**config.mk**
```make
export PLATFORM = sky130hd
export DESIGN_NAME = fill_timeout_padder
export DESIGN_NICKNAME = d
export VERILOG_FILES = /design/src/rtl/fto_pkg.sv /design/src/rtl/fto_prescaler.sv /design/src/rtl/fto_sweep.sv /design/src/rtl/fto_chan_slot.sv /design/src/rtl/fill_timeout_padder.sv
export SDC_FILE = /design/constraint.sdc
export NUM_CORES = 1
export LEC_CHECK = 0
export BUFFER_PORTS_ARGS = -buffer_cell sky130_fd_sc_hd__buf_2
export CAP_MARGIN = 20
export CORE_ASPECT_RATIO = 1.75
export CORE_MARGIN = 3
export CORE_UTILIZATION = 35
export DETAILED_ROUTE_END_ITERATION = 10
export GPL_ROUTABILITY_DRIVEN = 0
export PLACE_DENSITY = 0.58
export SKIP_CTS_REPAIR_TIMING = 1
export SLEW_MARGIN = 0
export SYNTH_ARGS = -nofsm -noshare
export SYNTH_HDL_FRONTEND = slang
export SYNTH_SLANG_ARGS = --single-unit
export TNS_END_PERCENT = 5
```
**constraint.sdc**
```tcl
create_clock -name clk -period 5.75 [get_ports clk]
set_input_delay 0.575 -clock clk [delete_from_list [all_inputs] [get_ports clk]]
set_output_delay 0.575 -clock clk [all_outputs]
set_load 0.005 [all_outputs]
```
**src/rtl/fto_pkg.sv**
```systemverilog
// Shared types and helpers for the partial-cell timeout padder.
// Assumes nothing beyond IEEE 1800-2017 elaboration semantics.
package fto_pkg;

    // Sweep controller state: waiting for a tick, or walking the table.
    typedef enum logic {
        SWEEP_IDLE = 1'b0,
        SWEEP_RUN  = 1'b1
    } sweep_state_e;

    // Width of a channel index; at least one bit even for a single channel.
    function automatic int unsigned idx_width(input int unsigned n);
        return (n < 2) ? 1 : $clog2(n);
    endfunction

endpackage

```
**src/rtl/fto_prescaler.sv**
```systemverilog
// Tick prescaler: emits a one-cycle tick every period_i+1 cycles while
// tick_en_i is high; holds its count at zero while disabled.
// Assumes period_i is quasi-static; a lowered period takes effect at once
// because the comparison is "at or above".
module fto_prescaler #(
    parameter int unsigned PRESC_W = 12
) (
    input  logic               clk,
    input  logic               rst_n,
    input  logic               tick_en_i,
    input  logic [PRESC_W-1:0] period_i,
    output logic               tick_o
);

    logic [PRESC_W-1:0] cnt_q;
    logic               tick_q;

    // Count cycles and raise the tick when the programmed spacing is reached.
    always_ff @(posedge clk) begin
        if (!rst_n) begin
            cnt_q  <= '0;
            tick_q <= 1'b0;
        end else if (!tick_en_i) begin
            cnt_q  <= '0;
            tick_q <= 1'b0;
        end else if (cnt_q >= period_i) begin
            cnt_q  <= '0;
            tick_q <= 1'b1;
        end else begin
            cnt_q  <= cnt_q + 1'b1;
            tick_q <= 1'b0;
        end
    end

    assign tick_o = tick_q;

    AST_NO_TICK_WHEN_OFF: assert property (@(posedge clk) disable iff (!rst_n)
        !tick_en_i |=> !tick_o);

    AST_COUNT_HELD_OFF: assert property (@(posedge clk) disable iff (!rst_n)
        !tick_en_i |=> cnt_q == '0);

endmodule

```
**src/rtl/fto_sweep.sv**
```systemverilog
// Sweep controller: on a tick while idle, walks the channel table in
// ascending index order, one channel per cycle, and drives a one-hot visit
// strobe. Ticks arriving during a walk are discarded.
// Assumes tick_i is a single-cycle pulse.
module fto_sweep #(
    parameter int unsigned N_CH = 8,
    parameter int unsigned CH_W = 3
) (
    input  logic            clk,
    input  logic            rst_n,
    input  logic            tick_i,
    output logic            busy_o,
    output logic [CH_W-1:0] idx_o,
    output logic [N_CH-1:0] visit_o
);

    import fto_pkg::*;

    localparam logic [CH_W-1:0] LAST = CH_W'(N_CH - 1);

    sweep_state_e    st_q;
    logic [CH_W-1:0] idx_q;

    // Advance the walk, or start one when a tick finds the controller idle.
    always_ff @(posedge clk) begin
        if (!rst_n) begin
            st_q  <= SWEEP_IDLE;
            idx_q <= '0;
        end else begin
            case (st_q)
                SWEEP_IDLE: begin
                    if (tick_i) begin
                        st_q  <= SWEEP_RUN;
                        idx_q <= '0;
                    end
                end
                SWEEP_RUN: begin
                    if (idx_q == LAST) begin
                        st_q  <= SWEEP_IDLE;
                        idx_q <= '0;
                    end else begin
                        idx_q <= idx_q + 1'b1;
                    end
                end
                default: begin
                    st_q  <= SWEEP_IDLE;
                    idx_q <= '0;
                end
            endcase
        end
    end

    // One visit strobe per table entry.
    for (genvar g = 0; g < N_CH; g++) begin : g_visit
        assign visit_o[g] = (st_q == SWEEP_RUN) && (idx_q == CH_W'(g));
    end

    assign busy_o = (st_q == SWEEP_RUN);
    assign idx_o  = idx_q;

    AST_VISIT_ONEHOT: assert property (@(posedge clk) disable iff (!rst_n)
        $onehot0(visit_o));

    AST_SWEEP_ASCENDS: assert property (@(posedge clk) disable iff (!rst_n)
        (busy_o && idx_q != LAST) |=> (busy_o && idx_q == $past(idx_q) + 1'b1));

    AST_SWEEP_ENDS: assert property (@(posedge clk) disable iff (!rst_n)
        (busy_o && idx_q == LAST) |=> !busy_o);

    AST_START_AT_ZERO: assert property (@(posedge clk) disable iff (!rst_n)
        (!busy_o && tick_i) |=> (busy_o && idx_q == '0));

endmodule

```
**src/rtl/fto_chan_slot.sv**
```systemverilog
// One wait-table entry: tracks whether the channel's buffer is partly
// filled and its remaining count. Priority: fill completion, then the
// sweep visit (decrement or expire), then a first-byte load.
// Assumes first_i and fill_i are single-cycle strobes from the packer.
module fto_chan_slot #(
    parameter int unsigned CNT_W = 8
) (
    input  logic             clk,
    input  logic             rst_n,
    input  logic             en_i,
    input  logic [CNT_W-1:0] init_i,
    input  logic             first_i,
    input  logic             fill_i,
    input  logic             visit_i,
    output logic             expire_o
);

    logic             active_q;
    logic [CNT_W-1:0] cnt_q;
    logic             due;
    logic             last_unit;

    assign due       = visit_i && active_q && en_i;
    assign last_unit = (cnt_q <= CNT_W'(1));
    assign expire_o  = due && last_unit && !fill_i;

    // Update the entry according to the fixed event priority.
    always_ff @(posedge clk) begin
        if (!rst_n) begin
            active_q <= 1'b0;
            cnt_q    <= '0;
        end else if (fill_i) begin
            active_q <= 1'b0;
            cnt_q    <= '0;
        end else if (due) begin
            if (last_unit) begin
                active_q <= 1'b0;
                cnt_q    <= '0;
            end else begin
                cnt_q <= cnt_q - 1'b1;
            end
        end else if (first_i && !active_q) begin
            active_q <= 1'b1;
            cnt_q    <= init_i;
        end
    end

    AST_CLEAR_ON_FULL: assert property (@(posedge clk) disable iff (!rst_n)
        fill_i |=> (!active_q && cnt_q == '0));

    AST_LOAD_ON_FIRST: assert property (@(posedge clk) disable iff (!rst_n)
        (first_i && !active_q && !fill_i) |=> (active_q && cnt_q == $past(init_i)));

    AST_NO_RELOAD: assert property (@(posedge clk) disable iff (!rst_n)
        (first_i && active_q && !fill_i && !visit_i) |=> $stable(cnt_q));

    AST_HOLD_DISABLED: assert property (@(posedge clk) disable iff (!rst_n)
        (!en_i && active_q && !fill_i) |=> (active_q && $stable(cnt_q)));

endmodule

```
**src/rtl/fill_timeout_padder.sv**
```systemverilog
// Partial-cell timeout padder top: a prescaler tick starts a sweep over a
// table of per-channel countdowns; an expired partly filled buffer yields a
// registered pad-and-close request carrying the channel index.
// Assumes N_CH >= 1 and that the packer acts on every pad request.
module fill_timeout_padder #(
    parameter int unsigned N_CH    = 8,
    parameter int unsigned CNT_W   = 8,
    parameter int unsigned PRESC_W = 12,
    localparam int unsigned CH_W   = fto_pkg::idx_width(N_CH)
) (
    input  logic                  clk,
    input  logic                  rst_n,
    input  logic                  tick_en,
    input  logic [PRESC_W-1:0]    tick_period,
    input  logic [N_CH-1:0]       ch_en,
    input  logic [N_CH*CNT_W-1:0] ch_init,
    input  logic [N_CH-1:0]       first_byte,
    input  logic [N_CH-1:0]       fill_done,
    output logic                  pad_valid,
    output logic [CH_W-1:0]       pad_ch
);

    logic            tick;
    logic            sweep_busy;
    logic [CH_W-1:0] sweep_idx;
    logic [N_CH-1:0] visit;
    logic [N_CH-1:0] expire;
    logic [CH_W-1:0] expire_idx;
    logic            pad_valid_q;
    logic [CH_W-1:0] pad_ch_q;

    fto_prescaler #(.PRESC_W(PRESC_W)) u_presc (
        .clk      (clk),
        .rst_n    (rst_n),
        .tick_en_i(tick_en),
        .period_i (tick_period),
        .tick_o   (tick)
    );

    fto_sweep #(.N_CH(N_CH), .CH_W(CH_W)) u_sweep (
        .clk    (clk),
        .rst_n  (rst_n),
        .tick_i (tick),
        .busy_o (sweep_busy),
        .idx_o  (sweep_idx),
        .visit_o(visit)
    );

    for (genvar c = 0; c < N_CH; c++) begin : g_slot
        fto_chan_slot #(.CNT_W(CNT_W)) u_slot (
            .clk     (clk),
            .rst_n   (rst_n),
            .en_i    (ch_en[c]),
            .init_i  (ch_init[c*CNT_W +: CNT_W]),
            .first_i (first_byte[c]),
            .fill_i  (fill_done[c]),
            .visit_i (visit[c]),
            .expire_o(expire[c])
        );
    end

    // Encode the (at most one) expiring channel into a binary index.
    always_comb begin
        expire_idx = '0;
        for (int i = 0; i < N_CH; i++) begin
            if (expire[i]) expire_idx = CH_W'(i);
        end
    end

    // Register the pad-and-close request; index is zero when idle.
    always_ff @(posedge clk) begin
        if (!rst_n) begin
            pad_valid_q <= 1'b0;
            pad_ch_q    <= '0;
        end else begin
            pad_valid_q <= |expire;
            pad_ch_q    <= (|expire) ? expire_idx : '0;
        end
    end

    assign pad_valid = pad_valid_q;
    assign pad_ch    = pad_ch_q;

    AST_PAD_FROM_VISIT: assert property (@(posedge clk) disable iff (!rst_n)
        pad_valid |-> $past(sweep_busy));

    AST_PAD_MATCHES_SWEEP: assert property (@(posedge clk) disable iff (!rst_n)
        pad_valid |-> pad_ch == $past(sweep_idx));

    AST_IDLE_INDEX_ZERO: assert property (@(posedge clk) disable iff (!rst_n)
        !pad_valid |-> pad_ch == '0);

    AST_SINGLE_EXPIRY: assert property (@(posedge clk) disable iff (!rst_n)
        $onehot0(expire));

endmodule

```
# Yosys cells after proc, flatten, opt, wreduce, memory -nomap -nowiden
# Cells that the tools add are included.
# op_classes
bitwise_logic	3
n_addsub	10
n_reduce_logical	93
n_lt_le_gt_ge	9
n_eq_ne	16
n_mux	62
# ops
cell	count
8-bit 2-to-1 mux	24
8-bit by 1-bit <= comparator with 1-bit output, second input constant	8
8-bit by 1-bit subtractor with 8-bit output, second input constant	8
1-bit logical AND	48
1-bit 2-to-1 mux	28
3-bit 2-to-1 mux	8
2-bit AND reduction	10
2-bit inequality test, second input constant	9
1-bit zero test	16
2-bit nonzero test	8
2-bit OR reduction	8
12-bit by 1-bit adder with 12-bit output, second input constant	1
3-bit == test, second input constant	4
12-bit greater-or-equal comparator	1
8-bit OR reduction	1
3-bit by 2-bit == test with 1-bit output, second input constant	2
3-bit case mux with 2 select lines	1
3-bit by 1-bit adder with 3-bit output, second input constant	1
3-bit by 1-bit == test with 1-bit output, second input constant	1
3-bit zero test	1
1-bit NOT	3
3-bit OR reduction	1
1-bit case mux with 2 select lines	1
# word_totals
register_bits	93
elab_cells	215
in_bits	103

# Logic depth before layout (Yosys ltp)
# logic_depth
depth_word	13
ltp_mapped	10

# Hierarchy
# From an unflattened synthesis, not the netlist that was laid out.
# unflattened
cells_unflattened	728
hier_area_um2	5935.7
# by_module_without_submodules
mod	seq_area_each_um2	area_per_inst_um2	cells_each	n_inst
fto_chan_slot	180.2	578.1	72	8
fto_prescaler	260.2	820.8	99	1
fto_sweep	80.1	331.6	35	1
fill_timeout_padder	80.1	158.9	18	1

# Least setup slack after synthesis
# No wires, ideal clock.
# synth_timing
kind	input port to flip-flop
from	input tick_period[9]
to	register u_presc.cnt_q[2]
required_ns	5.685
setup_time_ns	0.065
setup_slack_ns	3.671
cell_stages	9
n_path_buf	1
arrival_time_ns	2.014
path_cell_list	inv_1 ha_1 a21o_1 a21o_1 a221oi_1 o31a_1 nand3_1 clkbuf_1 nor2_1
# synth_via
elab_chain_cells	2
# synth_lines
element	line	source
start, declared	fill_timeout_padder.sv:14	input logic [PRESC_W-1:0] tick_period,
12-bit greater-or-equal comparator	fto_prescaler.sv:26	end else if (cnt_q >= period_i) begin
3-bit OR reduction (no source line)	n/a	
end signal, assigned	fto_prescaler.sv:30	cnt_q <= cnt_q + 1'b1;
end, declared	fto_prescaler.sv:15	logic [PRESC_W-1:0] cnt_q;
# No other way between the ends.
# A chain may end at the register's enable or synchronous reset.

# Final worst setup path
# layout_timing
from	register u_sweep.st_q, in the netlist u_sweep.busy_o
to	register pad_ch_q[0], in the netlist pad_ch[0]
# layout_via
elab_chain_cells	12
# layout_lines
element	line	source
start, declared	fto_sweep.sv:21	sweep_state_e st_q;
start signal, assigned	fto_sweep.sv:27	st_q <= SWEEP_IDLE;
start signal, assigned	fto_sweep.sv:33	st_q <= SWEEP_RUN;
start signal, assigned	fto_sweep.sv:39	st_q <= SWEEP_IDLE;
1-bit logical AND	fto_sweep.sv:55	assign visit_o[g] = (st_q == SWEEP_RUN) && (idx_q == CH_W'(g));
1-bit logical AND (2 in series)	fto_chan_slot.sv:23	assign due = visit_i && active_q && en_i;
1-bit logical AND (2 in series)	fto_chan_slot.sv:25	assign expire_o = due && last_unit && !fill_i;
1-bit 2-to-1 mux	fill_timeout_padder.sv:66	if (expire[i]) expire_idx = CH_W'(i);
3-bit 2-to-1 mux (6 in series)	fill_timeout_padder.sv:66	
end signal, assigned	fill_timeout_padder.sv:77	pad_ch_q <= (|expire) ? expire_idx : '0;
end, declared	fill_timeout_padder.sv:30	logic [CH_W-1:0] pad_ch_q;
# Several ways; a longest one is shown, not always the timed one.

==> flow_summary.toml <==
[status]
status = "completed"

[pwr]
power_per_cell_area_mw_per_mm2 = 226
power_frac_seq_pct = 44.9
p_switching_w = 0.000410
power_leakage_nw = 2.88
ir_drop_uv = 164
p_int_w = 0.00112
combPwrFrac_pct = 15.5
swShare_pct = 26.8
p_clk_share_pct = 39.6

[setup_path]
critPathTopFamily = "compound AO/OA/AOI/OAI gates"
cp_max_fo = 13
crit_start = "u_sweep.busy_o$_SDFF_PN0_"
path_buf_inv = 0
cp-endpoint = "pad_ch[0]$_SDFF_PN0_"
critPathLaunchType = "flip-flop"
rrSetupSlack_ns = 3.32
end_kind = "flip-flop"
rr_worst_depth = 6
r2r-end = "pad_ch[0]$_SDFF_PN0_"
cp.arrival_ns = 2.71
critPathMaxStageDelay_ns = 0.66
worstPathRequired_ns = 6.04
crit_type = "flip-flop to flip-flop"
crit_slowest_cell = "a2111oi_0"
worstSetupPathDepth = 6
timing.rr.start = "u_sweep.busy_o$_SDFF_PN0_"
crit_chain = "and2b_1 > nand4_1 > a2111oi_0 > o21bai_1 > a21oi_1 > o21a_1"

[timing]
skew_ns = 0.0106
timing.fmax_mhz = 412
finalCritPeriodShare_pct = 42.2
slew_headroom_pct = 38.3
worst_pin_slew_ns = 0.919
setup_viol = 0
finalSetupTns_ns = 0
period_minus_slack_ns = 2.43
rsz0062_at_grt = "no"
slew_viol_final = 0
hold_ws_ns = 0.481
hold_viol_final = 0

[clock_tree]
clock_path_buffers = 2
clock-sinks = 93
cts_tree = "yes"
cts-htree-levels = 3
root_buffer = "clkbuf_16"
path_clk_slew_ns = 0.06
cts_made_buffers = 9
clock_latency_ns = 0.34

[floorplan]
start_util_pct = 35.9
fp.dieW_um = 103
num_io_pins = 107
core_area_mm2 = 0.0160
rows = 61
die_area_mm2 = 0.0181
die_h_um = 176

[place]
dpl.cell_count = 1044
hpwl_um = 12200
io_buffer_count = 106

[global_routing]
track_usage_pct = 17.5
grt_pass1_wl_um = 25600
grt_pass1_vias = 5547
grt_max_degree = 19
grt_antenna_before_repair = 0
overflow = 0

[finish]
multi_input_area_mm2 = 0.00359
regArea_mm2 = 0.00186
area_growth_pct = 17.3
diodes = 0
stdcell_count = 1059
nets = 1004
drive_gt1_share_pct = 15.6
nFillCells = 1722

[yosys]
syn-mean-instance-area_um2 = 7.49
syn_inst = 768
synth_seq_cells = 93
netlist_area_mm2 = 0.00575
seq_area_frac_synth_pct = 32.4
yosys.area.top_type = "dfxtp_1"
synth_top_cell_area_share_pct = 32.4
yosysWarningCount = 0
ys_top_cells_by_area = "dfxtp_1 32%, ha_1 7.6%, nor2_1 7.3%, o21ai_0 7.0%, nand2_1 5.1%"
synth_nets = 906
async_flop_share_pct = 0
synth_edf_count = 0
ys.flop_type = "dfxtp_1"
synth_cell_types = 62

[detailed_routing]
drt-wirelength-per-cell_um = 14.9
ant_nets = 0
dr.pass1.iters = 4
remaining_drc_errors = 0
drt_wl_total_um = 15700
vias = 5700
viasPerCell = 5.38
dr.first_iter.drc_count = 194

[job]
drv_cap = 0

[min_path]
holdCritPathClass = "flip-flop to flip-flop"
==> cell usage in the layout, fill, tap and decap left out, types with 9 or more instances in the layout <==
| cell | instances |
|---|---|
| nor2b_1 | 10 |
| nor3_1 | 37 |
| a21oi_1 | 29 |
| nor2_1 | 112 |
| nand3_1 | 19 |
| ha_1 | 35 |
| clkbuf_16 | 9 |
| a22oi_1 | 31 |
| o211ai_1 | 23 |
| o31ai_1 | 11 |
| o21ai_0 | 80 |
| nor4_1 | 13 |
| nand2b_1 | 16 |
| dfxtp_1 | 93 |
| inv_1 | 50 |
| nand2_1 | 78 |
| buf_2 | 106 |
==> area by class of cell <==
| class | count | share of cell area [%] |
|---|---|---|
| Sequential cell | 93 | 27.6 |
| Tap cell | 189 | 3.50 |
| Inverter | 50 | 2.78 |
| Clock inverter | 3 | 0.686 |
| Clock buffer | 12 | 3.65 |
| Multi-Input combinational cell | 599 | 53.2 |
| Timing Repair Buffer | 113 | 8.64 |
==> cells by family after synthesis <==
family	count (synthesis)	synth area share, %
xor+xnor	13	1.98
simple gates	327	27.1
fa+ha+maj	35	7.61
flops	93	32.4
compound gates	218	24.6
buf+inv	76	5.28
mux	6	1.04
==> Yosys cell counts, drive strengths merged, types with 5 or more instances <==
library cell,instances
nand3,19
a22oi,31
nor2,112
a21oi,29
o41ai,6
nand2,78
dfxtp,93
clkbuf,11
and4,5
nand2b,16
xor2,6
or4,6
inv,50
o21ai,83
o211ai,23
buf,15
nand4,8
xnor2,7
mux2i,6
a211oi,5
a21o,5
o31ai,11
nor3,37
nor2b,10
nor4,13
ha,35
==> tightest hold or removal path, stage by stage (launching register included) <==
cell and delay [ns]:
dfxtp_1 0.33, nand2_1 0.06, a21oi_1 0.05
==> power groups by stage <==
| stage | clock network (W) | registers, W | logic [W] |
|---|---|---|---|
| after global placement | 0 | 0.000701 | 0.000236 |
| after global routing | 0.000645 | 0.000689 | 0.000270 |
| after detailed placement | 0 | 0.000701 | 0.000236 |
| after CTS | 0.000626 | 0.000686 | 0.000238 |
| final | 0.000605 | 0.000686 | 0.000236 |
| after floorplan | 0 | 0.000694 | 0.000162 |
==> worst min-delay path by stage <==
stage	startpoint	to	slack, ns	cells after the start
finish	g_slot[5].u_slot.cnt_q[6]$_SDFFE_PP0P_	g_slot[5].u_slot.cnt_q[6]$_SDFFE_PP0P_	0.48	2
global route	tick_en	u_presc.tick_o$_SDFF_PN0_	0.49	3
CTS	tick_en	u_presc.tick_o$_SDFF_PN0_	0.48	3
detailed placement	g_slot[5].u_slot.cnt_q[6]$_SDFFE_PP0P_	g_slot[5].u_slot.cnt_q[6]$_SDFFE_PP0P_	0.47	2
global placement	g_slot[5].u_slot.cnt_q[6]$_SDFFE_PP0P_	g_slot[5].u_slot.cnt_q[6]$_SDFFE_PP0P_	0.47	2
floorplan	g_slot[5].u_slot.cnt_q[6]$_SDFFE_PP0P_	g_slot[5].u_slot.cnt_q[6]$_SDFFE_PP0P_	0.45	2
==> per-stage QoR <==
stage                     util, %  cell area, um^2  setup slack, ns  power (W)
final                        42.1             6750             3.32    0.00153
after global routing         42.1             6750             2.89    0.00160
after detailed placement     40.3             6460             3.24   0.000937
after CTS                    42.1             6750             3.22    0.00155
after floorplan                 -             5750             3.67   0.000856
after global placement       40.3             6460             3.23   0.000937
==> routing by layer <==
metal	track usage [%]	routed length [um]	vias to the layer above
met5	0	0	-
met1	18.7	6260	2649
li1	-	-	2939
met3	4.05	708	18
met2	33.0	8500	94
met4	4.92	272	0
==> state kept, by name, indices dropped and copies added, names as in the netlist <==
name and flops:
u_sweep.busy_o 1, u_presc.tick_o 1, g_slot.u_slot.cnt_q 64, pad_ch 3, u_presc.cnt_q 12, g_slot.u_slot.active_q 8
u_sweep.idx_o 3, pad_valid 1
Power figures use the tool's default switching activity.
